--- config.mk ---
export PLATFORM = sky130hd
export DESIGN_NAME = evt_pmu_top
export DESIGN_NICKNAME = d
export VERILOG_FILES = /design/src/rtl/pmu_pkg.sv /design/src/rtl/pmu_event_counter.sv /design/src/rtl/pmu_ctrl_reg.sv /design/src/rtl/evt_pmu_top.sv
export SDC_FILE = /design/constraint.sdc
export NUM_CORES = 1
export LEC_CHECK = 0
export BUFFER_PORTS_ARGS = -buffer_cell sky130_fd_sc_hd__buf_2
export CORE_AREA = 2 2 109 111
export CTS_BUF_LIST = sky130_fd_sc_hd__clkbuf_4
export DETAILED_ROUTE_END_ITERATION = 8
export DIE_AREA = 0 0 111 113
export GPL_ROUTABILITY_DRIVEN = 0
export SYNTH_ARGS = -nofsm -noshare
export SYNTH_HDL_FRONTEND = slang
export SYNTH_SLANG_ARGS = --single-unit
--- constraint.sdc ---
create_clock -name clk -period 2.4 [get_ports clk]
set_input_delay 0.12 -clock clk [delete_from_list [all_inputs] [get_ports clk]]
set_output_delay 0.12 -clock clk [all_outputs]
set_load 0.005 [all_outputs]
--- src/rtl/pmu_pkg.sv ---
// Package: shared widths, register addresses and control-word bit positions
// for the dual event counter monitor.
package pmu_pkg;
    localparam int CNT_W   = 32;
    localparam int NUM_CNT = 2;
    localparam int ADDR_W  = 2;

    // Control-word bit positions (software visible)
    localparam int CB_EN     = 0;   // global count enable
    localparam int CB_CLR    = 1;   // write-1 pulse: clear both counters
    localparam int CB_SEL    = 2;   // 0: normal interrupt, 1: fast interrupt
    localparam int CB_IE_LSB = 4;   // per-counter interrupt enables
    localparam int CB_OV_LSB = 8;   // per-counter sticky overflow flags

    localparam logic [ADDR_W-1:0] A_CTRL = 2'd0;
    localparam logic [ADDR_W-1:0] A_CNT0 = 2'd1;
endpackage

--- src/rtl/pmu_event_counter.sv ---
// Module: one event counter.
// Priority per cycle: clear, then software load, then a counted event.
// Assumes the counter needs no reset value (it is undefined until software
// clears or loads it). The wrap output pulses in the cycle in which an
// event moves the all-ones value to zero.
module pmu_event_counter #(
    parameter int W = 32
) (
    input  logic         clk,
    input  logic         count_en,
    input  logic         evt,
    input  logic         clear,
    input  logic         load,
    input  logic [W-1:0] load_val,
    output logic [W-1:0] cnt,
    output logic         wrap
);
    logic bump;

    // Decide whether an event is counted this cycle.
    always_comb begin
        bump = count_en && evt && !clear && !load;
        wrap = bump && (&cnt);
    end

    // Update the counter value in priority order.
    always_ff @(posedge clk) begin
        if (clear)      cnt <= '0;
        else if (load)  cnt <= load_val;
        else if (bump)  cnt <= cnt + 1'b1;
    end
endmodule

--- src/rtl/pmu_ctrl_reg.sv ---
// Module: control/status register and interrupt routing.
// Holds the global enable, the routing select, the per-counter interrupt
// enables and the sticky overflow flags. Flags are cleared by writing 1.
// A wrap in the same cycle as a clearing write keeps the flag set.
// Assumes the write fields arrive already sliced out of the write data.
module pmu_ctrl_reg #(
    parameter int N = 2
) (
    input  logic         clk,
    input  logic         rst_n,
    input  logic         wr,
    input  logic         w_en,
    input  logic         w_sel,
    input  logic [N-1:0] w_ie,
    input  logic [N-1:0] w_ack,
    input  logic [N-1:0] wrap,
    output logic         en,
    output logic         sel,
    output logic [N-1:0] ie,
    output logic [N-1:0] flag,
    output logic         int_norm,
    output logic         int_fast
);
    logic [N-1:0] ack_mask;
    logic         pending;

    // Form the acknowledge mask and the routed interrupt levels.
    always_comb begin
        ack_mask = wr ? w_ack : '0;
        pending  = |(flag & ie);
        int_norm = pending && !sel;
        int_fast = pending && sel;
    end

    // Register the control fields and the sticky flags.
    always_ff @(posedge clk) begin
        if (!rst_n) begin
            en   <= 1'b0;
            sel  <= 1'b0;
            ie   <= '0;
            flag <= '0;
        end else begin
            if (wr) begin
                en  <= w_en;
                sel <= w_sel;
                ie  <= w_ie;
            end
            flag <= (flag & ~ack_mask) | wrap;
        end
    end
endmodule

--- src/rtl/evt_pmu_top.sv ---
// Module: top of the dual event counter monitor.
// Decodes the register port, instantiates one counter per event input and
// the control register, and returns read data combinationally.
// Assumes CNT_W is at least CB_OV_LSB + NUM_CNT bits so the control word fits.
module evt_pmu_top
    import pmu_pkg::*;
#(
    parameter int W = pmu_pkg::CNT_W
) (
    input  logic              clk,
    input  logic              rst_n,
    input  logic [NUM_CNT-1:0] evt_in,
    input  logic              reg_we,
    input  logic [ADDR_W-1:0] reg_addr,
    input  logic [W-1:0]      reg_wdata,
    output logic [W-1:0]      reg_rdata,
    output logic              int_norm_o,
    output logic              int_fast_o
);
    localparam int N = NUM_CNT;

    logic              ctrl_wr;
    logic              clr_all;
    logic              en_q;
    logic              sel_q;
    logic [N-1:0]      ie_q;
    logic [N-1:0]      flag_q;
    logic [N-1:0]      wrap;
    logic [N-1:0][W-1:0] cnt_q;
    logic [W-1:0]      ctrl_word;

    // Decode a control write and the clear pulse it may carry.
    always_comb begin
        ctrl_wr = reg_we && (reg_addr == A_CTRL);
        clr_all = ctrl_wr && reg_wdata[CB_CLR];
    end

    // One counter per event input, mapped at consecutive addresses.
    for (genvar i = 0; i < N; i++) begin : g_cnt
        logic load_i;
        always_comb load_i = reg_we && (reg_addr == A_CNT0 + ADDR_W'(i));

        pmu_event_counter #(.W(W)) u_cnt (
            .clk      (clk),
            .count_en (en_q),
            .evt      (evt_in[i]),
            .clear    (clr_all),
            .load     (load_i),
            .load_val (reg_wdata),
            .cnt      (cnt_q[i]),
            .wrap     (wrap[i])
        );
    end

    pmu_ctrl_reg #(.N(N)) u_ctrl (
        .clk      (clk),
        .rst_n    (rst_n),
        .wr       (ctrl_wr),
        .w_en     (reg_wdata[CB_EN]),
        .w_sel    (reg_wdata[CB_SEL]),
        .w_ie     (reg_wdata[CB_IE_LSB +: N]),
        .w_ack    (reg_wdata[CB_OV_LSB +: N]),
        .wrap     (wrap),
        .en       (en_q),
        .sel      (sel_q),
        .ie       (ie_q),
        .flag     (flag_q),
        .int_norm (int_norm_o),
        .int_fast (int_fast_o)
    );

    // Assemble the control word as software sees it.
    always_comb begin
        ctrl_word                     = '0;
        ctrl_word[CB_EN]              = en_q;
        ctrl_word[CB_SEL]             = sel_q;
        ctrl_word[CB_IE_LSB +: N]     = ie_q;
        ctrl_word[CB_OV_LSB +: N]     = flag_q;
    end

    // Return read data for the addressed register.
    always_comb begin
        reg_rdata = '0;
        if (reg_addr == A_CTRL) begin
            reg_rdata = ctrl_word;
        end else begin
            for (int k = 0; k < N; k++) begin
                if (reg_addr == A_CNT0 + ADDR_W'(k)) reg_rdata = cnt_q[k];
            end
        end
    end
endmodule

=== Word-level counts from Yosys, hierarchy flattened ===
Index checks and enable logic that the tools add are counted.

* Multipliers: 0
* Bitwise operators: 4
* Equality and inequality tests: 2
* Muxes and demuxes: 8
* Add/subtract/negate cells: 2
* Magnitude comparators: 0
* Divide/modulo/power cells: 0
* Reduce and logical (&&, ||, !) cells: 24
* Shift-type cells: 0

{| class="wikitable"
|+ Operators with widths
! operator !! count
|-
| 32-bit two-way mux || 7
|-
| 32-bit by 1-bit adder with 32-bit output (second input constant) || 2
|-
| 32-bit AND reduction || 2
|-
| 1-bit logical AND || 14
|-
| 2-bit bitwise AND || 2
|-
| 1-bit logical NOT || 4
|-
| 2-bit nonzero test || 2
|-
| 2-bit by 1-bit == test with 1-bit output (second input constant) || 1
|-
| 2-bit == test (second input constant) || 1
|-
| 2-bit logical NOT || 1
|-
| 2-bit two-way mux || 1
|-
| 2-bit NOT || 1
|-
| 2-bit OR || 1
|-
| 2-bit OR reduction || 1
|}

* Output and inout port bits: 34
* Input port bits: 39
* ROM bits: 0
* Memories kept: 0
* RAM bits: 0
* Latch bits: 0
* Logic and storage cells: 46
* Bits in registers: 70

=== Depth between registers and ports, before layout ===
* Depth after elaboration: 8
* Gate-level depth with buffers: 8
* Gate-level depth less buffers: 6

=== By module ===
Synthesis repeated with hierarchy kept, for this count alone.

* Cell total of the unflattened synthesis: 529
* Area total of the unflattened synthesis: 4376.7 sq um

{| class="wikitable"
|+ By module, submodules not included
! module !! sequential area each (sq um) !! cells an instance !! instances !! area an instance (sq um)
|-
| pmu_event_counter || 640.6 || 226 || 2 || 1819.2
|-
| evt_pmu_top || 0.0 || 53 || 1 || 494.2
|-
| pmu_ctrl_reg || 120.1 || 24 || 1 || 244.0
|}

=== Worst setup path after synthesis ===
OpenSTA, ideal clock, no wires.

* Path type: register to register
* Start point: register g_cnt[1].u_cnt.cnt[0]
* End point: register g_cnt[1].u_cnt.cnt[28]
* Setup time: 0.135 ns
* Period minus slack after synthesis: 1.658 ns
* Arrival: 1.523 ns
* Required time: 2.265 ns
* Cell stages (with the launch flop): 8
* Path buffers: 1
* Path slack: 0.742 ns
* Path through: dfxtp_1 > ha_1 > and3_1 > buf_2 > nand3_2 > nor4_1 > xnor2_1 > o22ai_1

* Longest elaborated chain between the ends: 3

{| class="wikitable"
|+ RTL lines
! element !! line !! RTL
|-
| from (decl) || pmu_event_counter.sv:15 || <nowiki>output logic [W-1:0] cnt,</nowiki>
|-
| from (signal assigned) || pmu_event_counter.sv:29 || <nowiki>else if (load) cnt <= load_val;</nowiki>
|-
| from (signal assigned) || pmu_event_counter.sv:30 || <nowiki>else if (bump) cnt <= cnt + 1'b1;</nowiki>
|-
| 32-bit by 1-bit adder with 32-bit output || pmu_event_counter.sv:30 ||
|-
| 32-bit two-way mux || pmu_event_counter.sv:30 ||
|-
| 32-bit two-way mux || pmu_event_counter.sv:29 ||
|}

Every way passes these cells. The select of a mux whose other input is x is not followed.
A chain may end at the register's enable or synchronous reset.

=== Worst setup path in the final report ===
* Start point: register g_cnt[1].u_cnt.cnt[0]
* End point: register g_cnt[1].u_cnt.cnt[26]

Same word-level chain as after synthesis.

==> flow_summary.json <==
{
  "max_slew_margin_vs_limit_pct": 40.2,
  "synth.avg_cell_area_um2": 8.08,
  "worstPathCellList": "ha_1, and3_1, nand3_2, nor4_1, xnor2_1, o2bb2ai_1",
  "mostFrequentLayoutCell": "buf_2",
  "drt-vias-per-instance": 6.12,
  "total_cell_area_at_the_placement_stage_um2": 4940,
  "min_path_type": "input port to flip-flop",
  "synth.ff_latch_count": 70,
  "first_pass_grt_wire_length_um": 24400,
  "synth_xor_area_share_pct": 8.30,
  "crit_path_end_kind": "flip-flop",
  "synth_top_family_by_area": "compound AO/OA/AOI/OAI gates",
  "timing.final.crit_period_ps": 2020,
  "cts_hold_bufs": 27,
  "combinational_cell_fraction_of_total_power_pct": 22.9,
  "die-area_um2": 12500,
  "ff2ff_setup_slack_ps": 380,
  "diodes": 0,
  "syn_to_final_growth_pct": 19.7,
  "synth_enable_flop_cells": 0,
  "dieHeight_um": 113,
  "intPower_mw": 1.88,
  "ioPinCount": 73,
  "critical_path_buf_inv_count": 0,
  "sw_frac_of_total_pct": 35.0,
  "placement.io_buffers": 72,
  "post_cts.repair.setup_buffers": 0,
  "rsz0062_at_grt": "no",
  "most-common-layout-cells": "72 x buf_2, 70 x dfxtp_1, 56 x nand2_1",
  "synth_nets": 589,
  "dpl.hpwl_um": 10700,
  "clk_latency_ps": 440,
  "report.final.hold_viol_count": 0,
  "cp_max_fo": 7,
  "fin_nets": 680,
  "final-instance-count-excl-fill": 785,
  "groute.usage.overall_pct": 24.3,
  "cp.arrival_ps": 2350,
  "ant_nets": 0,
  "cts_sink_cnt": 70,
  "clock_tree_buf_depth": 2,
  "asyncSetResetFlopFracSynth_pct": 0,
  "die_x_um": 111,
  "cell_type_with_the_largest_total_area_after_synthesis": "dfxtp_1",
  "finalClockSkew_ps": 22.3,
  "crit_type": "flip-flop to flip-flop",
  "number_of_design_rule_violations_left_after_detail_routing": 0,
  "post_synth_fa_ha_maj_area_fraction_pct": 0.565,
  "achievable-frequency_mhz": 495,
  "power.sequential.fraction_pct": 55.3,
  "post-route-cell-area_um2": 5300,
  "core-area_um2": 11300,
  "cap_viol_max_count": 0,
  "routedWlPerCell_um": 19.6,
  "synth_top_area_share_pct": 31.6,
  "min_period_over_period_pct": 84.2,
  "proportion_of_layout_cells_with_a_drive_suffix_above_1_pct": 19.2,
  "hold_path_startpoint": "reg_wdata[16]",
  "status": "completed",
  "power.clock.fraction_pct": 21.9,
  "drt_first_pass_iters": 5,
  "setup_violations": 0,
  "worstMarginPinSlew_ps": 896,
  "fraction_of_the_mapped_netlist_area_in_compound_gates_pct": 26.8,
  "cts_made_buffers": 9,
  "r2r-end": "g_cnt[1].u_cnt.cnt[26]$_SDFFE_PP0P_",
  "cells_after_synthesis": 548,
  "first_global_vias": 4508,
  "totalWireLength_um": 15400,
  "ir_drop_mv": 0.296,
  "floorplan.initialDensity_pct": 39.3,
  "route.vias.total": 4801,
  "cts_tree": "yes",
  "placed_cells": 744,
  "worstSetupStartpointType": "flip-flop",
  "synth.area.top_cells": "dfxtp_1 32%, a22o_1 5.5%, xnor2_1 5.5%",
  "r2r_start": "g_cnt[1].u_cnt.cnt[0]$_SDFFE_PP0P_",
  "clk_root_buffer_cell": "clkbuf_4",
  "source_of_the_critical_timing_path": "g_cnt[1].u_cnt.cnt[0]$_SDFFE_PP0P_",
  "power_leakage_nw": 2.04,
  "yosys_warnings": 0,
  "initialDrtViolationCount": 450,
  "pwr_density_cell_nw_per_um2": 547,
  "synthFlopType": "dfxtp_1",
  "synth.distinct_cells": 62,
  "antenna_violations_before_repair": 0,
  "post_cts_resize_count": 0,
  "worst_ep_required_time_ps": 2730,
  "finalSetupTns_ps": 0,
  "finalMaxSlewViolations": 0,
  "portion_of_the_post_synthesis_area_used_by_sequential_elements_pct": 31.6,
  "number_of_cells_on_the_worst_reg_to_reg_path": 6,
  "synth-simple-area-share_pct": 26.4,
  "min_path_cells": 3,
  "placementRows": 39,
  "power_switching_mw": 1.02,
  "globalRouteOverflowTotal": 0,
  "netlist_area_um2": 4430,
  "min_to": "g_cnt[0].u_cnt.cnt[16]$_SDFFE_PP0P_",
  "synth_mux_area_share_pct": 1.58,
  "largest_net_degree_at_the_start_of_global_routing": 33,
  "crit_path_max_incr_delay_ps": 430,
  "cpLargestDelayFamily": "simple AND/OR/NAND/NOR gates",
  "path_clk_slew_ps": 130,
  "htree_num_levels": 3,
  "num-fill-cells": 1142,
  "critical-path-slowest-cell": "dfxtp_1"
}
kinds of logic after synthesis:
| family | after synthesis |
|---|---|
| flops | 70 |
| fa+ha+maj | 2 |
| simple gates | 212 |
| xor+xnor | 42 |
| compound gates | 169 |
| mux | 7 |
| buf+inv | 46 |
cells in the mapped netlist, types with 3 or more instances:
cell type / number
dfxtp_1: 70
nand2_1: 56
nor2_1: 38
o21ai_0: 31
a22o_1: 28
xnor2_1: 28
a22oi_1: 27
nand3_1: 22
nand4_1: 20
a21oi_1: 18
buf_2: 17
o22ai_1: 17
and3_1: 15
clkbuf_1: 14
xor2_1: 14
nor3_1: 13
inv_1: 9
o21ai_1: 8
a222oi_1: 7
mux2i_1: 7
nor4_1: 7
a21boi_0: 6
and2_1: 6
and4_1: 6
a31oi_1: 5
a32oi_1: 5
nor2b_1: 5
buf_1: 3
nor4_4: 3
o211ai_1: 3
flip-flops by register name (all words and copies together) (netlist names):
name,cells
u_ctrl.sel,1
u_ctrl.ie,2
g_cnt.u_cnt.cnt,64
u_ctrl.flag,2
u_ctrl.en,1
power by group through the flow:
stage / clock, mW / sequential, mW / combinational (mW)
final: 0.634 / 1.60 / 0.664
after detailed placement: 0 / 1.62 / 0.622
after floorplan: 0 / 1.54 / 0.424
after global placement: 0 / 1.62 / 0.615
after global routing: 0.695 / 1.64 / 0.731
after CTS: 0.643 / 1.59 / 0.659
cell type report:
class	instances	area (µm²)	area share [%]
multi-input combinational	432	2830	53.4
sequential	70	1400	26.4
timing repair buffer	117	766	14.4
tap	143	179	3.37
clock buffer	10	75.1	1.42
inverter	9	33.8	0.637
clock inverter	4	16.3	0.307
worst register-to-register path, cell delays in order (launching register included):
cell and delay [ps]:
dfxtp_1 430, ha_1 230, and3_1 380, nand3_2 240, nor4_1 380, xnor2_1 170, o2bb2ai_1 90
routing by layer:
metal | global-route usage, % | share of wire [%] | vias to the layer above
met2 | 37.3 | 44 | 240
met5 | 0 | 0 | -
met4 | 8.58 | 1.4 | 0
met1 | 34.7 | 46 | 2290
li1 | - | - | 2248
met3 | 3.96 | 8.6 | 23
worst max path at each step:
stage	endpoint	cells past startpoint
global route	g_cnt[1].u_cnt.cnt[26]$_SDFFE_PP0P_	6
finish	g_cnt[1].u_cnt.cnt[26]$_SDFFE_PP0P_	6
global placement	g_cnt[0].u_cnt.cnt[20]$_SDFFE_PP0P_	6
floorplan	g_cnt[1].u_cnt.cnt[28]$_SDFFE_PP0P_	7
CTS	g_cnt[1].u_cnt.cnt[26]$_SDFFE_PP0P_	6
detailed placement	g_cnt[1].u_cnt.cnt[26]$_SDFFE_PP0P_	6
metrics by stage:
step | worst slack (ps) | hold WS [ps] | total power, mW | utilization, %
after floorplan | 742 | 229 | 1.97 | -
after global placement | 429 | 342 | 2.23 | 43.8
after detailed placement | 418 | 346 | 2.24 | 43.8
after CTS | 399 | 13.2 | 2.90 | 47.0
after global routing | 239 | 41.8 | 3.06 | 47.0
final | 379 | 39.8 | 2.90 | 47.0
Note: power is estimated with default switching activity, not from simulation.
